File: src/rtl/burst_target.sv
module burst_target #(
  parameter logic [31:0] BASE = 32'h0000_1000,
  parameter int          SIZE = 64,
  localparam int         LW   = $clog2(SIZE / 4)
) (
  input  logic          clk,
  input  logic          rst_n,
  input  logic          cyc_n,
  input  logic          mst_rdy_n,
  input  logic [3:0]    bus_cmd,
  input  logic [31:0]   bus_in,
  output logic [31:0]   bus_out,
  output logic          bus_oe,
  output logic          tgt_rdy_n,
  output logic          tgt_rdy_oe,
  output logic          mem_req,
  output logic          mem_we,
  output logic [LW-1:0] mem_addr,
  output logic [31:0]   mem_wdata,
  input  logic [31:0]   mem_rdata,
  input  logic          mem_ready
);

  typedef enum logic [2:0] {S_IDLE, S_ADDR, S_TURN, S_DATA, S_DONE} st_t;

  st_t           st, st_nx;
  logic          cyc_q, rd_q;
  logic [LW-1:0] idx_q;

  wire        fresh  = !cyc_n && cyc_q;
  wire [31:0] off    = bus_in - BASE;
  wire        hit    = (bus_in >= BASE) && (off < 32'(SIZE));
  wire        cmd_rd = bus_cmd == 4'b0110;
  wire        cmd_wr = bus_cmd == 4'b0111;
  wire        beat   = mem_req && mem_ready;

  assign mem_req    = (st == S_DATA) && !mst_rdy_n;
  assign tgt_rdy_n  = !beat;
  assign tgt_rdy_oe = (st == S_TURN) || (st == S_DATA) || (st == S_DONE);
  assign bus_oe     = (st == S_DATA) && rd_q;
  assign bus_out    = mem_rdata;
  assign mem_we     = !rd_q;
  assign mem_addr   = idx_q;
  assign mem_wdata  = bus_in;

  always_comb begin
    st_nx = st;
    case (st)
      S_IDLE:  if (fresh) st_nx = S_ADDR;
      S_ADDR:  if (hit && (cmd_rd || cmd_wr)) st_nx = cmd_rd ? S_TURN : S_DATA;
               else st_nx = S_IDLE;
      S_TURN:  st_nx = S_DATA;
      S_DATA:  if (beat && cyc_n) st_nx = S_DONE;
      S_DONE:  st_nx = fresh ? S_ADDR : S_IDLE;
      default: st_nx = S_IDLE;
    endcase
  end

  always_ff @(posedge clk or negedge rst_n) begin
    if (!rst_n) begin
      st    <= S_IDLE;
      cyc_q <= 1'b1;
      rd_q  <= 1'b0;
      idx_q <= '0;
    end else begin
      st    <= st_nx;
      cyc_q <= cyc_n;
      if (st == S_ADDR) begin
        rd_q  <= cmd_rd;
        idx_q <= off[LW+1:2];
      end else if (beat) begin
        idx_q <= idx_q + 1'b1;
      end
    end
  end

endmodule

File: config.mk
export PLATFORM = sky130hd
export DESIGN_NAME = burst_target
export DESIGN_NICKNAME = d
export VERILOG_FILES = /design/src/rtl/burst_target.sv
export SDC_FILE = /design/constraint.sdc
export NUM_CORES = 1
export LEC_CHECK = 0
export BUFFER_PORTS_ARGS = -buffer_cell sky130_fd_sc_hd__buf_4
export CORE_ASPECT_RATIO = 1.5
export CORE_MARGIN = 2
export CORE_UTILIZATION = 25
export CTS_BUF_LIST = sky130_fd_sc_hd__clkbuf_4
export CTS_CLUSTER_DIAMETER = 80
export DETAILED_ROUTE_END_ITERATION = 16
export GPL_ROUTABILITY_DRIVEN = 0
export PLACE_DENSITY = 0.71
export SYNTH_ARGS = -nofsm -noshare
export SYNTH_HDL_FRONTEND = slang
export SYNTH_SLANG_ARGS = --single-unit
export TNS_END_PERCENT = 5
File: constraint.sdc
create_clock -name clk -period 1.76 [get_ports clk]
set_input_delay 0 -clock clk [delete_from_list [all_inputs] [get_ports clk]]
set_output_delay 0 -clock clk [all_outputs]
set_load 0.02 [all_outputs]
# Word level (Yosys, flattened, before mapping)
# Index checks and enable logic that the tools add are counted.
dict set report totals {
  reg_bits 9
  inputBits 73
  out_inout_bits 73
  elab_cells 41
}
dict set report classes {
  n_addsub 2
  magnitude_cmp 2
  n_eq_ne 8
  muxes 8
  n_reduce_logical 17
}
# cell count
set ops {}
lappend ops {{$ge 32x13->1 const B} 1}
lappend ops {{$lt 32x7->1 const B} 1}
lappend ops {{$sub 32x13->32 const B} 1}
lappend ops {{$pmux 3 s5} 1}
lappend ops {{$eq 4x3->1 const B} 2}
lappend ops {{$mux 4} 2}
lappend ops {{$logic_and 1x1->1} 7}
lappend ops {{$eq 3x2->1 const B} 2}
lappend ops {{$mux 3} 2}
lappend ops {{$add 4x1->4 const B} 1}
lappend ops {{$logic_not 1->1} 4}
lappend ops {{$eq 3x1->1 const B} 1}
lappend ops {{$eq 3x3->1 const B} 1}
lappend ops {{$logic_not 3->1} 1}
lappend ops {{$logic_or 1x1->1} 3}
lappend ops {{$mux 1} 2}
lappend ops {{$mux 2} 1}
lappend ops {{$ne 2x1->1 const B} 1}
lappend ops {{$ne 2x2->1 const B} 1}
lappend ops {{$reduce_and 2->1} 1}
lappend ops {{$reduce_bool 2->1} 1}

# Depth between registers and ports, before layout
# Gate-level depths: netlist of the first run.
dict set report depth {
  word_depth 6
  ltp_mapped 6
  depth_no_buf 6
}

# Worst setup path before layout of the first run
# Ideal clock, no wire load.
dict set report synth_path {
  path_type {register to register}
  start {register st[2]}
  end {register idx_q[3], in the netlist mem_addr[3]}
  setup_time_ns 0.126
  t_arrival_ns 1.444
  t_required_ns 1.634
  path_slack_ns 0.191
  path_stages_with_launch 7
  path_buffers 0
  synth_period_minus_slack_ns 1.569
  cell_sequence {dfrtp_1 and4bb_2 and2_4 inv_2 nand2_2 nand2_1 a221o_1}
}
dict set report synth_between {
  elab_chain_cells 4
  word_cells_on_any_way 6
  cone_classes {2 x eq/ne; 1 x mux; 3 x reduce/logical}
}
# element line
set synth_rtl {}
lappend synth_rtl {{start, declared} 26} ;# st_t st, st_nx;
lappend synth_rtl {{start signal, assigned} 66} ;# st <= st_nx;
lappend synth_rtl {{$eq 3x2->1} 37} ;# assign mem_req = (st == S_DATA) && !mst_rdy_n;
lappend synth_rtl {{$logic_and 1x1->1} 37}
lappend synth_rtl {{net mem_req} 16} ;# output logic mem_req,
lappend synth_rtl {{$logic_and 1x1->1} 35} ;# wire beat = mem_req && mem_ready;
lappend synth_rtl {{$reduce_bool 2->1 (no source line)} -}
lappend synth_rtl {{end signal, assigned} 70} ;# idx_q <= off[LW+1:2];
lappend synth_rtl {{end signal, assigned} 72} ;# idx_q <= idx_q + 1'b1;
lappend synth_rtl {{end, declared} 28} ;# logic [LW-1:0] idx_q;
# The timed path passes the listed nets, and every way through them passes these cells.
# A chain may end at the register's enable or synchronous reset.

# Worst setup path after layout of the first run
dict set report layout_path {
  start {register st[2]}
  end {register idx_q[3], in the netlist mem_addr[3]}
}
dict set report layout_between {
  elab_chain_cells 4
  word_cells_on_any_way 6
  cone_classes {2 x eq/ne; 1 x mux; 3 x reduce/logical}
}
# element line
set layout_rtl {}
lappend layout_rtl {{$eq 3x2->1} 37}
lappend layout_rtl {{$logic_and 1x1->1} 37}
lappend layout_rtl {{$logic_and 1x1->1} 35}
lappend layout_rtl {{$reduce_bool 2->1 (no source line)} -}
# Parallel ways exist; a longest one is shown, timed or not.

==> results.md, run 1 <==
- CP required: 1.91 ns
- Detailed placement HPWL: 2740 µm
- # clock sinks: 9
- Multi-input gate area: 374 µm²
- Register area: 226 µm²
- Commonest cells after routing, fill and taps aside: 80 x buf_4, 10 x nand2_1, 8 x nor2_1, 8 x dfrtp_1
- Post-DR vias/cell: 4.62
- Layout cells sized above 1: 57.1%
- Slew HR: 71.3%
- CP arrival: 1.68 ns
- Crit Path Class: reg2reg
- CTS tree: built
- Dpl cells: 199
- DR iter-0 viols: 19
- Design area: 0.00134 mm²
- CP endpoint kind: flip-flop
- Worst-Margin Slew: 0.427 ns
- RR Startpoint: st[2]
- Wirelength per Cell: 14.9 µm
- Final ANT Viol Nets: 0
- Vias: 956
- Cell area after placement: 0.00127 mm²
- Initial antenna violation count: 0
- Number of CTS-inserted buffers: 3
- Maximum VDD drop: 371 µV
- Die ar.: 0.00494 mm²
- Reg2Reg Depth: 6
- Hold violation count in the final report: 0
- Clock latency on the worst-skew pair: 0.26 ns
- First-pass GRT wire length: 4580 µm
- Pwr Density: 537 mW/mm²
- Total power: 721 µW
- Post-synth cell types: 35
- Sequential area share after synthesis: 20.7%
- Max-Cap Viols: 0
- Most common cell after layout, fill and taps aside: buf_4
- Filler cells: 457
- CP Buf/Inv Count: 1
- Diodes inserted: 0
- Leakage: 0.672 nW
- Gr usage total: 12.2%
- Starting Density: 26.0%
- Std cell rows: 29
- CP cell instances: and4bb_2, and2_4, inv_2, nand2_2, nand2_1, a221o_1
- Die width: 58.1 µm
- Setup TNS: 0 ns
- Syn Nets: 211
- Routed WL: 3080 µm
- Htree depth: 1
- Layout Cells excl Fill: 207
- Max FO, Critical Path: 7
- R2r setup slk: 0.23 ns
- Io pins: 146
- Layout area overhead: 22.6%
- Clock buffer depth: 2
- Cells after Synth: 137
- CTS resizes: 0
- YS warnings: 0
- Post-CTS Setup Bufs: 0
- Clock-pin slew on the worst setup and hold paths: 0.06 ns
- Vias in the first global route: 920
- Mean Syn Cell Area: 8.00 µm²
- Worst min-delay path class: in2out
- Reg2reg end: mem_addr[3]
- Port-buffer cells: 77
- Layout Skew: 0.00206 ns
- Pre-antenna DRT Iters: 4
- Fin nets: 236
- Core ar.: 0.00421 mm²
- Yosys reg bits: 9
- Synthesized area: 0.00110 mm²
- Area leader, netlist: buf_4
- Hold Startpoint: mem_rdata[13]
- Startpoint types: flip-flop
- Hold Slack: 0.00000776 ns
- Clock period minus worst slack: 1.53 ns
- FMAX: 0.654 GHz
- CP top delay family: simple AND/OR/NAND/NOR gates
- Synth top area share: 43.8%
- Cell at the root of the clock tree: clkbuf_4
- Status: completed
- Die span in y: 85.1 µm
- Slowest-stage cell, CP: dfrtp_1
- Grt ovf: 0
- Final Max Slew Viols: 0
- RSZ-0062 raised after global routing: no
- Top area cells in the synthesized netlist: buf_4 44%, dfrtp_1 18%, nand2_1 3.4%
- Hold Crit Endpoint: bus_out[13]
- Worst path max stage delay: 0.43 ns
- Hold Path Depth: 0
- Cts hold-fix bufs: 4
- DRC: 0
- Final cycle utilization of the critical path: 86.8%
- Final setup fails: 0
- Largest net degree at the start of global routing: 10
-- synth_stat cells (all sizes together) --
cell and number:
a21o 1, a21oi 3, a221o 1, and2 1, and3 2, and4bb 1, buf 64, dfrtp 8
dfstp 1, ha 1, inv 4, nand2 11, nand2b 1, nand3 1, nand3b 1, nand4 3
nor2 8, nor2b 1, nor3 1, nor3b 2, nor4 5, nor4b 1, o211ai 1, o21ai 5
o221a 1, o22ai 1, o2bb2ai 1, or3 1, or3b 1, or4 1, xor2 3
-- cell families after synthesis --
| logic type | after synthesis | share of synthesized area (%) |
|---|---|---|
| simple gates | 42 | 22.3 |
| buf+inv | 68 | 45.2 |
| flops | 9 | 20.7 |
| compound gates | 14 | 8.33 |
| fa+ha+maj | 1 | 1.14 |
| xor+xnor | 3 | 2.40 |
-- report_power, final --
group,total [mW],internal (mW),switching (mW)
registers,0.245,0.226,0.0195
logic,0.298,0.153,0.145
clock network,0.178,0.103,0.0748
total,0.721,0.482,0.240
-- layout make-up --
cell class              count  area share [%]
clock buffers               4            2.23
inverters                   4            1.12
multi-input cells          60            27.8
flip-flops and latches      9            16.9
well taps                  46            4.28
repair buffers             84            47.7
-- routing by layer --
| metal | global-route usage, % | wire length, µm |
|---|---|---|
| met1 | 15.6 | 1150 |
| met2 | 18.0 | 1390 |
| met3 | 1.52 | 316 |
| met4 | 9.94 | 220 |
| met5 | 0 | 0 |
-- worst max path at each step --
stage          slack, ns  cells after the start   from          end
2_1_floorplan       0.19                      6  st[2]  mem_addr[3]
3_3_place_gp        0.26                      5  st[2]        st[0]
3_5_place_dp        0.25                      6  st[2]  mem_addr[3]
4_1_cts             0.24                      6  st[2]  mem_addr[3]
5_1_grt             0.14                      5  st[2]        st[0]
6_report            0.23                      6  st[2]  mem_addr[3]
-- flip-flops by register name, indices dropped and copies added (netlist names) --
name	flops
mem_addr	4
st	3
rd_q	1
cyc_q	1
-- stage by stage --
step	util, %	worst slack (ns)
5_1_grt	31.9	0.136
3_5_place_dp	30.3	0.254
2_1_floorplan	-	0.191
3_3_place_gp	30.3	0.259
6_report	31.9	0.232
4_1_cts	31.9	0.236
Note: power is estimated with default switching activity, not from simulation.
==> run 2: changes to the inputs <==
--- a/config.mk
+++ b/config.mk
@@ -9,7 +9,6 @@
 export CORE_ASPECT_RATIO = 1.5
 export CORE_MARGIN = 2
 export CORE_UTILIZATION = 25
-export CTS_BUF_LIST = sky130_fd_sc_hd__clkbuf_4
 export CTS_CLUSTER_DIAMETER = 80
 export DETAILED_ROUTE_END_ITERATION = 16
 export GPL_ROUTABILITY_DRIVEN = 0
==> run 2 against run 1 <==
Final area increased by 0.37%; register-to-register slack barely moved; clock power is 34% higher; cell count down 0.48%; hold slack unchanged; largest power group unchanged.
==> results.md, run 2 (synthesized netlist as in run 1, its figures left out) <==
- Status: completed
- Layout Skew: 0.00309 ns (+0.00103 ns)
- Detailed placement HPWL: 2740 µm (unchanged)
- Initial antenna violation count: 0 (unchanged)
- Final setup fails: 0 (unchanged)
- Filler cells: 456 (-0.22%)
- First-pass GRT wire length: 4600 µm (+0.46%)
- Max FFs per register: 4 (unchanged)
- Clock-pin slew on the worst setup and hold paths: 0.05 ns (about the same)
- Total power: 782 µW (+8.4%)
- Sw Share: 31.5% (-1.8 points)
- Grt ovf: 0 (unchanged)
- Layout cells sized above 1: 56.9% (-0.27 points)
- Setup TNS: 0 ns (unchanged)
- Maximum VDD drop: 458 µV (+24%)
- Pwr Density: 580 mW/mm² (+8.0%)
- Core ar.: 0.00421 mm² (unchanged)
- Commonest cells after routing, fill and taps aside: 80 x buf_4, 10 x nand2_1, 8 x nor2_1, 8 x dfrtp_1
- Hold Slack: 0.00000776 ns (unchanged)
- Crit Path Class: reg2reg
- Clock latency on the worst-skew pair: 0.23 ns (-0.03 ns)
- Io pins: 146 (unchanged)
- Startpoint types: flip-flop
- CTS resizes: 0 (unchanged)
- Routed WL: 3070 µm (-0.39%)
- # clock sinks: 9 (unchanged)
- Max-Cap Viols: 0 (unchanged)
- CP endpoint kind: flip-flop
- RSZ-0062 raised after global routing: no
- Slew HR: 71.3% (unchanged)
- DR iter-0 viols: 26 (+7)
- Vias: 951 (-0.52%)
- Pre-CTS setup slack: 0.254 ns (unchanged)
- Final ANT Viol Nets: 0 (unchanged)
- DRC: 0 (unchanged)
- Gr usage total: 12.3% (+0.092 points)
- Starting Density: 26.0% (unchanged)
- Hold Path Depth: 0 (unchanged)
- Final cycle utilization of the critical path: 86.7% (-0.16 points)
- Layout area overhead: 23.1%
- Leakage: 0.672 nW (about the same)
- Clock power frac: 30.6% (+6.0 points)
- Pre-antenna DRT Iters: 4 (unchanged)
- Pint: 536 µW (+11%)
- Die span in y: 85.1 µm (unchanged)
- Std cell rows: 29 (unchanged)
- Hold violation count in the final report: 0 (unchanged)
- Part of the power in registers: 31.5% (-2.5 points)
- R2r setup slk: 0.23 ns (about the same)
- Fin nets: 235 (-0.42%)
- Reg2Reg Depth: 6 (unchanged)
- Hold Crit Endpoint: bus_out[13]
- CP arrival: 1.64 ns (-0.04 ns)
- Post-DR vias/cell: 4.62 (about the same)
- Combinational share of power: 37.9% (-3.5 points)
- Reg2reg end: mem_addr[3]
- Htree depth: 1 (unchanged)
- Final Max Slew Viols: 0 (unchanged)
- Design area: 0.00135 mm² (+0.37%)
- Cell area after placement: 0.00127 mm² (unchanged)
- Clock period minus worst slack: 1.53 ns (-0.00278 ns)
- Max FO, Critical Path: 7 (unchanged)
- Worst-Margin Slew: 0.427 ns (unchanged)
- Psw: 246 µW (+2.7%)
- Vias in the first global route: 915 (-0.54%)
- Diodes inserted: 0 (unchanged)
- CTS tree: built
- Clock buffer depth: 2 (unchanged)
- CP required: 1.87 ns (-0.04 ns)
- Worst min-delay path class: in2out
- Number of CTS-inserted buffers: 3 (unchanged)
- Post-CTS Setup Bufs: 0 (unchanged)
- Hold Startpoint: mem_rdata[13]
- Cell at the root of the clock tree: clkbuf_8
- RR Startpoint: st[2]
- Wirelength per Cell: 14.9 µm (about the same)
- Port-buffer cells: 77 (unchanged)
- Final worst slack: 0.235 ns (+0.00278 ns)
- Cts hold-fix bufs: 3 (-1)
- Die width: 58.1 µm (unchanged)
- Setup crit start: st[2]
- Die ar.: 0.00494 mm² (unchanged)
- Largest net degree at the start of global routing: 10 (unchanged)
- Most common cell after layout, fill and taps aside: buf_4
- FMAX: 0.656 GHz (+0.18%)
run 2: changes by cell type in the layout (fill, tap and decap cells not counted):
cell	previous run	this run
clkbuf_4	4	0
clkbuf_8	0	3
clkbuf_1	0	1
dlygate4sd3_1	4	3
run 2: power by group through the flow:
stage / Clock [mW] / Combinational [mW] / Sequential (mW)
final: 0.239 / 0.297 / 0.246
after global routing: 0.257 / 0.319 / 0.248
after CTS: 0.245 / 0.301 / 0.246
after detailed placement: 0 / 0.295 / 0.249
after global placement: 0 / 0.293 / 0.248
after floorplan: 0 / 0.261 / 0.262
run 2: per-layer routing:
layer / part of all wire [%] / global-route usage, %
met2: 46 / 18.0
met4: 6.3 / 9.94
met3: 10 / 1.98
met5: 0 / 0
met1: 37 / 15.6
run 2: layout make-up:
type	instances	area (µm²)	area share [%]
Multi-Input combinational cell	60	374	27.7
Timing Repair Buffer	83	631	46.8
Clock buffer	4	45.0	3.34
Tap cell	46	57.6	4.27
Inverter	4	15.0	1.11
Sequential cell	9	226	16.8
run 2: worst max-delay path: stages, from the launching register on:
cell,delay [ns]
dfrtp_1,0.43
and4bb_2,0.34
and2_4,0.16
inv_2,0.06
nand2_2,0.07
nand2_1,0.06
a221o_1,0.29
run 2: stage by stage:
stage	utilization (%)	instances
after global placement	30.3	199
after CTS	32.0	206
after global routing	32.0	206
after floorplan	-	137
final	32.0	206
after detailed placement	30.3	199
run 2: worst max-delay path by stage:
stage                        to  slack [ns]
CTS                 mem_addr[3]        0.24
global placement          st[0]        0.26
detailed placement  mem_addr[3]        0.25
global route              st[0]        0.15
floorplan           mem_addr[3]        0.19
finish              mem_addr[3]        0.23
==> run 3: changes to the inputs <==
--- a/config.mk
+++ b/config.mk
@@ -13,6 +13,7 @@
 export DETAILED_ROUTE_END_ITERATION = 16
 export GPL_ROUTABILITY_DRIVEN = 0
 export PLACE_DENSITY = 0.71
+export REMOVE_ABC_BUFFERS = 1
 export SYNTH_ARGS = -nofsm -noshare
 export SYNTH_HDL_FRONTEND = slang
 export SYNTH_SLANG_ARGS = --single-unit
==> run 3 against run 2 <==
Global-route usage rose by 3.2 points; via count rose by 2.8%; sequential power barely moved; combinational power barely moved; die area did not move; final area fell by 1.3%; critical path depth did not move; critical path type unchanged; register-to-register slack barely moved; worst setup slack barely moved; highest routed layer is now met5; first-iteration DRC count rose by 85%; total power rose by 0.12%.
==> results.md, run 3 (synthesized netlist as in run 1, its figures left out) <==
- Psw: 249 µW (+1.1%)
- Max FFs per register: 4 (unchanged)
- Die width: 58.1 µm (unchanged)
- Post-CTS Setup Bufs: 0 (unchanged)
- CP required: 1.88 ns (about the same)
- Layout Skew: 0.00720 ns (+0.00412 ns)
- Wirelength per Cell: 19.2 µm (+29%)
- # clock sinks: 9 (unchanged)
- Routed WL: 3930 µm (+28%)
- Combinational share of power: 37.8% (about the same)
- Layout area overhead: 21.5%
- Die ar.: 0.00494 mm² (unchanged)
- Final cycle utilization of the critical path: 86.7% (about the same)
- Core ar.: 0.00421 mm² (unchanged)
- Pre-CTS setup slack: 0.245 ns (-0.00894 ns)
- Clock buffer depth: 2 (unchanged)
- Largest net degree at the start of global routing: 10 (unchanged)
- Status: completed
- FMAX: 0.656 GHz (about the same)
- CTS tree: built
- DR iter-0 viols: 48 (+85%)
- Std cell rows: 29 (unchanged)
- Io pins: 146 (unchanged)
- Hold violation count in the final report: 0 (unchanged)
- Final Util: 31.6% (-0.42 points)
- Final ANT Viol Nets: 0 (unchanged)
- Worst-Margin Slew: 0.446 ns (+0.0188 ns)
- Worst min-delay path class: in2out
- Gr usage total: 15.5% (+3.2 points)
- Slew HR: 70.0% (-1.3 points)
- Cts hold-fix bufs: 2 (-1)
- Htree depth: 1 (unchanged)
- Clock power frac: 30.9% (+0.3 points)
- CP endpoint kind: flip-flop
- Grt ovf: 0 (unchanged)
- Clock period minus worst slack: 1.53 ns (-0.000133 ns)
- Leakage: 0.663 nW (-1.4%)
- Final Max Slew Viols: 0 (unchanged)
- Vias in the first global route: 1,008 (+10%)
- Die span in y: 85.1 µm (unchanged)
- Filler cells: 449 (-1.5%)
- Final worst slack: 0.235 ns (+0.000133 ns)
- Initial antenna violation count: 0 (unchanged)
- Startpoint types: flip-flop
- Crit Path Class: reg2reg
- Post-DR vias/cell: 4.79 (+3.8%)
- Pwr Density: 588 mW/mm² (+1.4%)
- Port-buffer cells: 77 (unchanged)
- Setup TNS: 0 ns (unchanged)
- Pre-antenna DRT Iters: 4 (unchanged)
- Maximum VDD drop: 494 µV (+7.9%)
- DRC: 0 (unchanged)
- Cell at the root of the clock tree: clkbuf_8
- First-pass GRT wire length: 5530 µm (+20%)
- Pint: 534 µW (-0.32%)
- Starting Density: 26.0% (unchanged)
- Part of the power in registers: 31.4% (about the same)
- Commonest cells after routing, fill and taps aside: 79 x buf_4, 10 x nand2_1, 8 x nor2_1, 8 x dfrtp_1
- Final setup fails: 0 (unchanged)
- CTS resizes: 0 (unchanged)
- Clock latency on the worst-skew pair: 0.24 ns (about the same)
- Hold Slack: 0.000202 ns (+0.000194 ns)
- Fin nets: 233 (-0.85%)
- Sw Share: 31.8% (+0.31 points)
- Max-Cap Viols: 0 (unchanged)
- Detailed placement HPWL: 3460 µm (+26%)
- Clock-pin slew on the worst setup and hold paths: 0.05 ns (about the same)
- CP arrival: 1.65 ns (about the same)
- Most common cell after layout, fill and taps aside: buf_4
- Layout cells sized above 1: 57.0% (+0.087 points)
- RSZ-0062 raised after global routing: no
- Vias: 978 (+2.8%)
- Diodes inserted: 0 (unchanged)
- Number of CTS-inserted buffers: 3 (unchanged)
- Max FO, Critical Path: 7 (unchanged)
run 3: through the flow:
step           total power, mW  instances  instance area (µm²)
6_report                 0.783        204                 1330
5_1_grt                  0.824        204                 1330
4_1_cts                  0.797        204                 1330
3_5_place_dp             0.545        198                 1270
3_3_place_gp             0.540        198                 1270
2_1_floorplan            0.310         73                  616
run 3: cell type report:
class / count / area [µm²] / area share (%)
Timing Repair Buffer: 81 / 613 / 46.1
Clock buffer: 4 / 45.0 / 3.38
Inverter: 4 / 15.0 / 1.13
Multi-Input combinational cell: 60 / 374 / 28.1
Sequential cell: 9 / 226 / 17.0
Tap cell: 46 / 57.6 / 4.32
run 3: critical path, stage by stage (launching register included):
cell and delay (ns):
dfrtp_1 0.43, and4bb_2 0.34, and2_4 0.17, inv_2 0.06
nand2_2 0.07, nand2_1 0.05, a221o_1 0.28
run 3: metal layers:
layer / up-vias / GRT usage [%] / part of all wire [%]
li1: 440 / - / -
met1: 423 / 16.2 / 34
met2: 109 / 21.5 / 40
met3: 4 / 14.3 / 24
met4: 2 / 4.23 / 0.76
met5: - / 8.79 / 1.2
run 3: final timing paths:
kind | start | end | slack (ns) | cells after the start
hold / removal | mem_rdata[3] | bus_out[3] | 0.0002 | 0
min in group asynchronous | rst_n | st[0] | 0.12 | 2
setup reg to reg | st[2] | mem_addr[3] | 0.23 | 6
setup / recovery | st[2] | mem_addr[3] | 0.23 | 6
max in group asynchronous | rst_n | cyc_q | 1.42 | 2
hold reg to reg | rd_q | rd_q | 0.50 | 2
run 3: power by group through the flow:
| stage | clock network [mW] | logic (mW) | registers, mW |
|---|---|---|---|
| floorplan | 0 | 0.0481 | 0.262 |
| global placement | 0 | 0.291 | 0.248 |
| detailed placement | 0 | 0.295 | 0.249 |
| CTS | 0.251 | 0.299 | 0.246 |
| global route | 0.258 | 0.318 | 0.248 |
| finish | 0.242 | 0.296 | 0.245 |
